## src/rtl/rf_pkg.sv

```systemverilog
package rf_pkg;
    localparam int COLS_W  = 7;
    localparam int ROWS_W  = 8;
    localparam int SCAN_W  = 5;
    localparam int ADJ_W   = 6;
    localparam int OFF_W   = 6;
    localparam int FONT_W  = 5;
    localparam int ADDR_W  = 16;
    localparam int DOTS_W  = 5;
    localparam int PAGE_SH = 8;
    localparam int SLOT_W  = COLS_W + 2;

    typedef enum logic [1:0] {
        PH_LOAD,
        PH_TOP,
        PH_ACT,
        PH_BOT
    } vphase_e;

    typedef struct packed {
        logic [COLS_W-1:0] cols;
        logic [ROWS_W-1:0] rows;
        logic [SCAN_W-1:0] max_scan;
        logic [ADJ_W-1:0]  adj;
        logic [OFF_W-1:0]  skip;
        logic [FONT_W-1:0] font_page;
        logic [SCAN_W-1:0] ul_line;
        logic [1:0]        cell_code;
        logic              gfx;
        logic              side_mode;
        logic              no_first_pix;
        logic              dbl;
    } cfg_t;
endpackage

```

## src/rtl/rf_cfg_shadow.sv

```systemverilog
module rf_cfg_shadow
    import rf_pkg::*;
(
    input  logic              clk,
    input  logic              rst_n,
    input  logic              load,
    input  cfg_t              cfg_in,
    output cfg_t              cfg_q,
    output logic [DOTS_W-1:0] cell_dots,
    output logic              edge_blank,
    output logic              dot_dbl
);
    typedef struct packed {
        cfg_t cfg;
    } shadow_t;

    shadow_t st_d, st_q;

    always_comb begin
        st_d = st_q;
        if (load) begin
            st_d.cfg = cfg_in;
        end
    end

    always_ff @(posedge clk or negedge rst_n) begin
        if (!rst_n) begin
            st_q <= '0;
        end else begin
            st_q <= st_d;
        end
    end

    assign cfg_q = st_q.cfg;

    always_comb begin
        unique case (st_q.cfg.cell_code)
            2'b00:   cell_dots = DOTS_W'(8);
            2'b01:   cell_dots = DOTS_W'(16);
            default: cell_dots = DOTS_W'(10);
        endcase
    end

    assign edge_blank = st_q.cfg.gfx & st_q.cfg.side_mode;
    assign dot_dbl    = st_q.cfg.dbl;
endmodule

```

## src/rtl/rf_timing.sv

```systemverilog
module rf_timing
    import rf_pkg::*;
#(
    parameter int HBL_CYC = 6
) (
    input  logic              clk,
    input  logic              rst_n,
    input  logic [COLS_W-1:0] cols_q,
    input  logic [ROWS_W-1:0] rows_q,
    input  logic [SCAN_W-1:0] max_scan_q,
    input  logic [ADJ_W-1:0]  adj_q,
    input  logic [ROWS_W-1:0] rows_nx,
    input  logic [ADJ_W-1:0]  adj_nx,
    input  logic              top_nx,
    output vphase_e           phase,
    output logic [SLOT_W-1:0] slot,
    output logic [SCAN_W-1:0] scan,
    output logic              line_end,
    output logic              row_end
);
    typedef struct packed {
        vphase_e           phase;
        logic [SLOT_W-1:0] slot;
        logic [SCAN_W-1:0] scan;
        logic [ROWS_W-1:0] row;
        logic [ADJ_W-1:0]  adj_cnt;
    } tim_t;

    tim_t st_d, st_q;

    logic [SLOT_W-1:0] line_len;
    logic              adj_last;

    assign line_len = {1'b0, cols_q, 1'b0} + SLOT_W'(HBL_CYC);
    assign line_end = (st_q.phase != PH_LOAD) && (st_q.slot == line_len - SLOT_W'(1));
    assign adj_last = (st_q.adj_cnt == adj_q - ADJ_W'(1));

    always_comb begin
        st_d    = st_q;
        row_end = 1'b0;
        if (st_q.phase == PH_LOAD) begin
            st_d.slot    = '0;
            st_d.scan    = '0;
            st_d.row     = '0;
            st_d.adj_cnt = '0;
            if (top_nx && (adj_nx != '0)) begin
                st_d.phase = PH_TOP;
            end else if (rows_nx != '0) begin
                st_d.phase = PH_ACT;
            end else if (adj_nx != '0) begin
                st_d.phase = PH_BOT;
            end else begin
                st_d.phase = PH_LOAD;
            end
        end else if (!line_end) begin
            st_d.slot = st_q.slot + SLOT_W'(1);
        end else begin
            st_d.slot = '0;
            unique case (st_q.phase)
                PH_TOP: begin
                    if (adj_last) begin
                        st_d.adj_cnt = '0;
                        st_d.phase   = (rows_q != '0) ? PH_ACT : PH_BOT;
                    end else begin
                        st_d.adj_cnt = st_q.adj_cnt + ADJ_W'(1);
                    end
                end
                PH_ACT: begin
                    if (st_q.scan == max_scan_q) begin
                        st_d.scan = '0;
                        row_end   = 1'b1;
                        if (st_q.row == rows_q - ROWS_W'(1)) begin
                            st_d.row   = '0;
                            st_d.phase = (adj_q != '0) ? PH_BOT : PH_LOAD;
                        end else begin
                            st_d.row = st_q.row + ROWS_W'(1);
                        end
                    end else begin
                        st_d.scan = st_q.scan + SCAN_W'(1);
                    end
                end
                default: begin
                    if (adj_last) begin
                        st_d.adj_cnt = '0;
                        st_d.phase   = PH_LOAD;
                    end else begin
                        st_d.adj_cnt = st_q.adj_cnt + ADJ_W'(1);
                    end
                end
            endcase
        end
    end

    always_ff @(posedge clk or negedge rst_n) begin
        if (!rst_n) begin
            st_q <= '{phase: PH_LOAD, default: '0};
        end else begin
            st_q <= st_d;
        end
    end

    assign phase = st_q.phase;
    assign slot  = st_q.slot;
    assign scan  = st_q.scan;
endmodule

```

## src/rtl/rf_addr.sv

```systemverilog
module rf_addr
    import rf_pkg::*;
(
    input  logic              clk,
    input  logic              rst_n,
    input  vphase_e           phase,
    input  logic [SLOT_W-1:0] slot,
    input  logic [SCAN_W-1:0] scan,
    input  logic              line_end,
    input  logic              row_end,
    input  logic [COLS_W-1:0] cols_q,
    input  logic [OFF_W-1:0]  skip_q,
    input  logic [FONT_W-1:0] font_q,
    input  logic [SCAN_W-1:0] ul_q,
    input  logic [SCAN_W-1:0] max_scan_q,
    input  logic              gfx_q,
    input  logic              nfp_q,
    output logic              row_req,
    output logic [ADDR_W-1:0] row_addr,
    output logic              line_req,
    output logic [ADDR_W-1:0] line_addr,
    output logic              pix_blank,
    output logic              ul_hit,
    output logic              hblank,
    output logic              vblank,
    output logic              sof
);
    typedef struct packed {
        logic [ADDR_W-1:0] char_base;
        logic [ADDR_W-1:0] gfx_base;
    } base_t;

    base_t st_d, st_q;

    logic [ADDR_W-1:0] stride;
    logic [SLOT_W-1:0] cols_ext;
    logic [SLOT_W-1:0] col_pix;
    logic              act;
    logic              first;
    logic              row_win;
    logic              pix_win;
    logic [ADDR_W-1:0] font_line;

    assign stride   = ADDR_W'(cols_q) + ADDR_W'(skip_q);
    assign cols_ext = SLOT_W'(cols_q);
    assign col_pix  = slot - cols_ext;
    assign act      = (phase == PH_ACT);
    assign first    = (scan == '0);
    assign row_win  = (slot < cols_ext);
    assign pix_win  = !row_win && (slot < {1'b0, cols_q, 1'b0});

    always_comb begin
        st_d = st_q;
        if (phase == PH_LOAD) begin
            st_d.char_base = '0;
            st_d.gfx_base  = '0;
        end else if (act && line_end) begin
            st_d.gfx_base = st_q.gfx_base + stride;
            if (row_end) begin
                st_d.char_base = st_q.char_base + stride;
            end
        end
    end

    always_ff @(posedge clk or negedge rst_n) begin
        if (!rst_n) begin
            st_q <= '0;
        end else begin
            st_q <= st_d;
        end
    end

    assign font_line = (ADDR_W'(font_q) + ADDR_W'(scan)) << PAGE_SH;

    assign row_req   = act && first && row_win;
    assign row_addr  = st_q.char_base + ADDR_W'(slot[COLS_W-1:0]);
    assign pix_blank = act && first && nfp_q;
    assign line_req  = act && pix_win && !pix_blank;
    assign line_addr = gfx_q ? (st_q.gfx_base + ADDR_W'(col_pix[COLS_W-1:0]))
                             : (font_line + ADDR_W'(col_pix[COLS_W-1:0]));
    assign ul_hit    = act && !gfx_q && (ul_q <= max_scan_q) && (scan == ul_q);
    assign hblank    = (phase == PH_LOAD) || !(row_win || pix_win);
    assign vblank    = !act;
    assign sof       = (phase == PH_LOAD);
endmodule

```

## src/rtl/rf_fetch_seq.sv

```systemverilog
module rf_fetch_seq
    import rf_pkg::*;
#(
    parameter int HBL_CYC = 6
) (
    input  logic              clk,
    input  logic              rst_n,
    input  logic [COLS_W-1:0] cols_i,
    input  logic [ROWS_W-1:0] rows_i,
    input  logic [SCAN_W-1:0] max_scan_i,
    input  logic [ADJ_W-1:0]  adj_i,
    input  logic [OFF_W-1:0]  skip_i,
    input  logic [FONT_W-1:0] font_page_i,
    input  logic [SCAN_W-1:0] ul_line_i,
    input  logic [1:0]        cell_code_i,
    input  logic              gfx_i,
    input  logic              side_mode_i,
    input  logic              no_first_pix_i,
    input  logic              dbl_i,
    output logic              row_req_o,
    output logic [ADDR_W-1:0] row_addr_o,
    output logic              line_req_o,
    output logic [ADDR_W-1:0] line_addr_o,
    output logic              pix_blank_o,
    output logic              ul_hit_o,
    output logic              hblank_o,
    output logic              vblank_o,
    output logic              sof_o,
    output logic              edge_blank_o,
    output logic              dot_dbl_o,
    output logic [DOTS_W-1:0] cell_dots_o
);
    cfg_t              cfg_in;
    cfg_t              cfg_q;
    vphase_e           phase;
    logic [SLOT_W-1:0] slot;
    logic [SCAN_W-1:0] scan;
    logic              line_end;
    logic              row_end;

    assign cfg_in = '{cols: cols_i, rows: rows_i, max_scan: max_scan_i, adj: adj_i,
                      skip: skip_i, font_page: font_page_i, ul_line: ul_line_i,
                      cell_code: cell_code_i, gfx: gfx_i, side_mode: side_mode_i,
                      no_first_pix: no_first_pix_i, dbl: dbl_i};

    rf_cfg_shadow u_shadow (
        .clk        (clk),
        .rst_n      (rst_n),
        .load       (phase == PH_LOAD),
        .cfg_in     (cfg_in),
        .cfg_q      (cfg_q),
        .cell_dots  (cell_dots_o),
        .edge_blank (edge_blank_o),
        .dot_dbl    (dot_dbl_o)
    );

    rf_timing #(.HBL_CYC(HBL_CYC)) u_timing (
        .clk        (clk),
        .rst_n      (rst_n),
        .cols_q     (cfg_q.cols),
        .rows_q     (cfg_q.rows),
        .max_scan_q (cfg_q.max_scan),
        .adj_q      (cfg_q.adj),
        .rows_nx    (rows_i),
        .adj_nx     (adj_i),
        .top_nx     (gfx_i & side_mode_i),
        .phase      (phase),
        .slot       (slot),
        .scan       (scan),
        .line_end   (line_end),
        .row_end    (row_end)
    );

    rf_addr u_addr (
        .clk        (clk),
        .rst_n      (rst_n),
        .phase      (phase),
        .slot       (slot),
        .scan       (scan),
        .line_end   (line_end),
        .row_end    (row_end),
        .cols_q     (cfg_q.cols),
        .skip_q     (cfg_q.skip),
        .font_q     (cfg_q.font_page),
        .ul_q       (cfg_q.ul_line),
        .max_scan_q (cfg_q.max_scan),
        .gfx_q      (cfg_q.gfx),
        .nfp_q      (cfg_q.no_first_pix),
        .row_req    (row_req_o),
        .row_addr   (row_addr_o),
        .line_req   (line_req_o),
        .line_addr  (line_addr_o),
        .pix_blank  (pix_blank_o),
        .ul_hit     (ul_hit_o),
        .hblank     (hblank_o),
        .vblank     (vblank_o),
        .sof        (sof_o)
    );
endmodule

```

## config.mk

```make
export PLATFORM = sky130hd
export DESIGN_NAME = rf_fetch_seq
export DESIGN_NICKNAME = d
export VERILOG_FILES = /design/src/rtl/rf_pkg.sv /design/src/rtl/rf_cfg_shadow.sv /design/src/rtl/rf_timing.sv /design/src/rtl/rf_addr.sv /design/src/rtl/rf_fetch_seq.sv
export SDC_FILE = /design/constraint.sdc
export NUM_CORES = 1
export LEC_CHECK = 0
export ABC_CLOCK_PERIOD_IN_PS = 6600
export BUFFER_PORTS_ARGS = -buffer_cell sky130_fd_sc_hd__buf_2
export CAP_MARGIN = 20
export CORE_UTILIZATION = 64
export DETAILED_ROUTE_END_ITERATION = 12
export PLACE_DENSITY = 0.86
export SETUP_SLACK_MARGIN = 0.05
export SYNTH_ARGS = -nofsm -noshare
export SYNTH_HDL_FRONTEND = slang
export SYNTH_SLANG_ARGS = --single-unit
```

## constraint.sdc

```tcl
create_clock -name clk -period 6.6 [get_ports clk]
set_clock_uncertainty 0.2 [all_clocks]
set_input_delay 0.33 -clock clk [delete_from_list [all_inputs] [get_ports clk]]
set_output_delay 0.33 -clock clk [all_outputs]
set_load 0.05 [all_outputs]
```

==> results.py <==
metrics = {
    "floorplan": {
        "die_w_um": 115,
        "initial_core_util_pct": 67.0,
        "core_area_um2": 12200,
        "rows": 40,
        "dieArea_um2": 13200,
        "pin_count": 96,
        "dieHeight_um": 115,
    },
    "flow_run": {
        "cap_violations": 0,
    },
    "critical_path": {
        "startpoint": "u_timing.slot[0]$_DFF_PN0_",
        "crit_end": "line_addr_o[15]",
        "critPathLaunchType": "flop",
        "end_kind": "output pin",
        "r2r_slack_ns": 2.85,
        "path_class": "flop to output pin",
        "crit_required_ns": 6.07,
        "path_max_fanout": 8,
        "r2r-start": "u_shadow.cfg_q[41]$_DFFE_PN0P_",
        "crit_arrival_ns": 4.21,
        "r2r_cells": 14,
        "reg2reg_to": "u_addr.st_q[15]$_DFFE_PN0P_",
    },
    "clocking": {
        "h-tree-depth": 3,
        "cts_setup_buffers": 0,
        "numCtsBuffers": 9,
        "clock_sinks": 110,
        "postCtsHoldBufs": 31,
        "cts_tree": "built",
        "path_clk_slew_ns": 0.07,
        "cts_buffer_depth": 2,
        "cts.repair.resized": 0,
        "cts-root-buf": "clkbuf_16",
        "clk_latency_ns": 0.37,
    },
    "final_layout": {
        "syn_to_final_growth_pct": 14.9,
        "final_net_count": 1130,
        "fin_cells": 1168,
        "drive_above_1_share_pct": 16.3,
        "layout_commonest_cell": "dfrtp_1",
        "final_core_util_pct": 76.9,
        "diodes": 0,
        "mostFrequentLayoutCells": "110 x dfrtp_1, 92 x buf_2, 77 x ha_1",
    },
    "place": {
        "hpwl_um": 13600,
        "portBuffers": 93,
        "dp.cells": 1120,
        "gp_congestion": 0.859,
    },
    "synth": {
        "yosys.area.top_type_share_pct": 33.7,
        "synth_edf_count": 0,
        "ys_ff_latch": 110,
        "synthFlopType": "dfrtp_1",
        "synth.area.top_cells": "dfrtp_1 34%, ha_1 12%, xnor2_1 6.6%",
        "syn_area_per_cell_um2": 9.24,
        "syn-cell-area_um2": 8180,
        "ys_seq_area_share_pct": 33.7,
        "postSynth.asyncResetShare_pct": 100,
        "netlist_instances": 885,
        "yosys_warnings": 0,
        "ys_types": 66,
        "yosys.area.top_type": "dfrtp_1",
    },
    "route": {
        "drc": 0,
        "drt_iter0_drc": 385,
        "vias_per_cell": 5.91,
        "post_drt_wl_per_cell_um": 16.8,
        "wl_um": 19600,
        "detail_route.first_pass.iterations": 4,
        "drtAntennaViolNets": 0,
        "vias": 6898,
    },
    "power": {
        "clkPwrFrac_pct": 12.1,
        "p_int_mw": 2.25,
        "p_switching_mw": 2.38,
        "seqPwrFrac_pct": 23.7,
        "leakagePower_nw": 4.49,
        "switching_share_pct": 51.3,
        "peakVddDrop_uv": 316,
        "p_per_area_nw_per_um2": 493,
        "combPwrFrac_pct": 64.2,
    },
    "grt": {
        "grt.total_usage_pct": 31.4,
        "grt_pass1_vias": 6729,
        "grt_pass1_wl_um": 32300,
        "grt_max_degree": 78,
        "antenna_found_initial": 0,
        "grt_overflow": 0,
    },
    "timing": {
        "hold_viol_final": 0,
        "tns_ns": 0,
        "rsz0062_at_grt": "no",
        "slew_headroom_pct": 35.6,
        "period_needed_ns": 4.74,
        "drv_slew": 0,
        "setup_violations": 0,
        "fmax_mhz": 211,
        "max_slew.worst_pin.slew_ns": 0.967,
        "finalCritPeriodShare_pct": 71.8,
    },
    "min_path": {
        "hold_path_class": "input port to flop",
    },
    "run_status": {
        "status": "completed",
    },
}
[metal layers]
layer	wire length, µm	global-route usage, %	up-vias
li1	-	-	3325
met1	8380	39.7	3299
met2	9570	52.7	228
met3	982	6.48	46
met4	633	12.6	0
met5	0	0	-
[state kept, by name, indices dropped and copies added, names as in the netlist]
| register | count |
|---|---|
| u_shadow.dot_dbl | 1 |
| u_timing.phase | 2 |
| u_shadow.cfg_q | 47 |
| u_timing.scan | 5 |
| u_timing.slot | 9 |
| u_addr.st_q | 32 |
| u_timing.st_q | 14 |
[Yosys cell counts, drive strengths merged, types with 7 or more instances]
library cell	number
dfrtp	110
ha	78
nor2	70
xnor2	62
nand2	61
o21ai	60
inv	59
a21oi	49
mux2	38
xor2	37
nand3	22
clkbuf	21
a21o	17
and3	16
nor2b	16
nor3	15
a211oi	12
nor4	10
a31oi	9
and2	9
mux2i	9
nor4b	9
o21bai	9
buf	8
o21a	8
fa	7
[worst min-delay path by stage]
stage / startpoint / end / cells past startpoint
2_1_floorplan: rst_n / u_addr.st_q[0]$_DFFE_PN0P_ / 0
3_3_place_gp: rst_n / u_addr.st_q[15]$_DFFE_PN0P_ / 1
3_5_place_dp: rst_n / u_addr.st_q[13]$_DFFE_PN0P_ / 1
4_1_cts: cols_i[1] / u_shadow.cfg_q[42]$_DFFE_PN0P_ / 3
5_1_grt: rows_i[2] / u_shadow.cfg_q[35]$_DFFE_PN0P_ / 2
6_report: rows_i[1] / u_shadow.cfg_q[34]$_DFFE_PN0P_ / 3
[power groups by stage]
stage / registers [mW] / clock network [mW] / logic (mW)
2_1_floorplan: 1.02 / 0 / 2.33
3_3_place_gp: 1.08 / 0 / 2.81
3_5_place_dp: 1.10 / 0 / 2.90
4_1_cts: 1.09 / 0.571 / 2.95
5_1_grt: 1.13 / 0.595 / 3.23
6_report: 1.10 / 0.562 / 2.97
[layout make-up]
cell class | instances | area (µm²)
inverter | 59 | 221
tap | 168 | 210
multi-input combinational | 688 | 5100
timing repair buffer | 127 | 808
sequential | 110 | 2750
clock inverter | 5 | 51.3
fill | 843 | 2820
clock buffer | 11 | 253
[critical path, stage by stage (launching register included)]
cell	delay, ns
dfrtp_1	0.47
inv_1	0.10
ha_1	0.14
inv_1	0.06
fa_1	0.39
a21o_1	0.17
a21oi_1	0.21
o21bai_1	0.09
a21oi_1	0.17
xnor2_1	0.10
ha_1	0.22
or3_1	0.33
a211oi_1	0.51
nor4_1	0.20
nand3_1	0.14
xnor2_1	0.12
and2_1	0.15
buf_2	0.26
[logic make-up after synthesis]
kind of cell               synth area share, %
AOI/OAI and AO/OA                         16.0
muxes                                     6.34
xor gates and xnor gates                  10.6
buffers and inverters                     4.21
adders and majority gates                 13.8
other                                   0.0459
DFF                                       33.7
and+or+nand+nor                           15.3
[metrics by stage]
step / power [mW] / worst slack (ns) / hold slack [ns] / cell area, µm²
after floorplan: 3.35 / 2.21 / -0.166 / 8180
after CTS: 4.60 / 1.90 / 0.00218 / 9380
after global routing: 4.95 / 1.57 / 0.00193 / 9390
after global placement: 3.89 / 2.50 / 0.103 / 8760
final: 4.63 / 1.86 / 0.00777 / 9390
after detailed placement: 3.99 / 2.31 / 0.108 / 8760
Power figures use the tool's default switching activity.
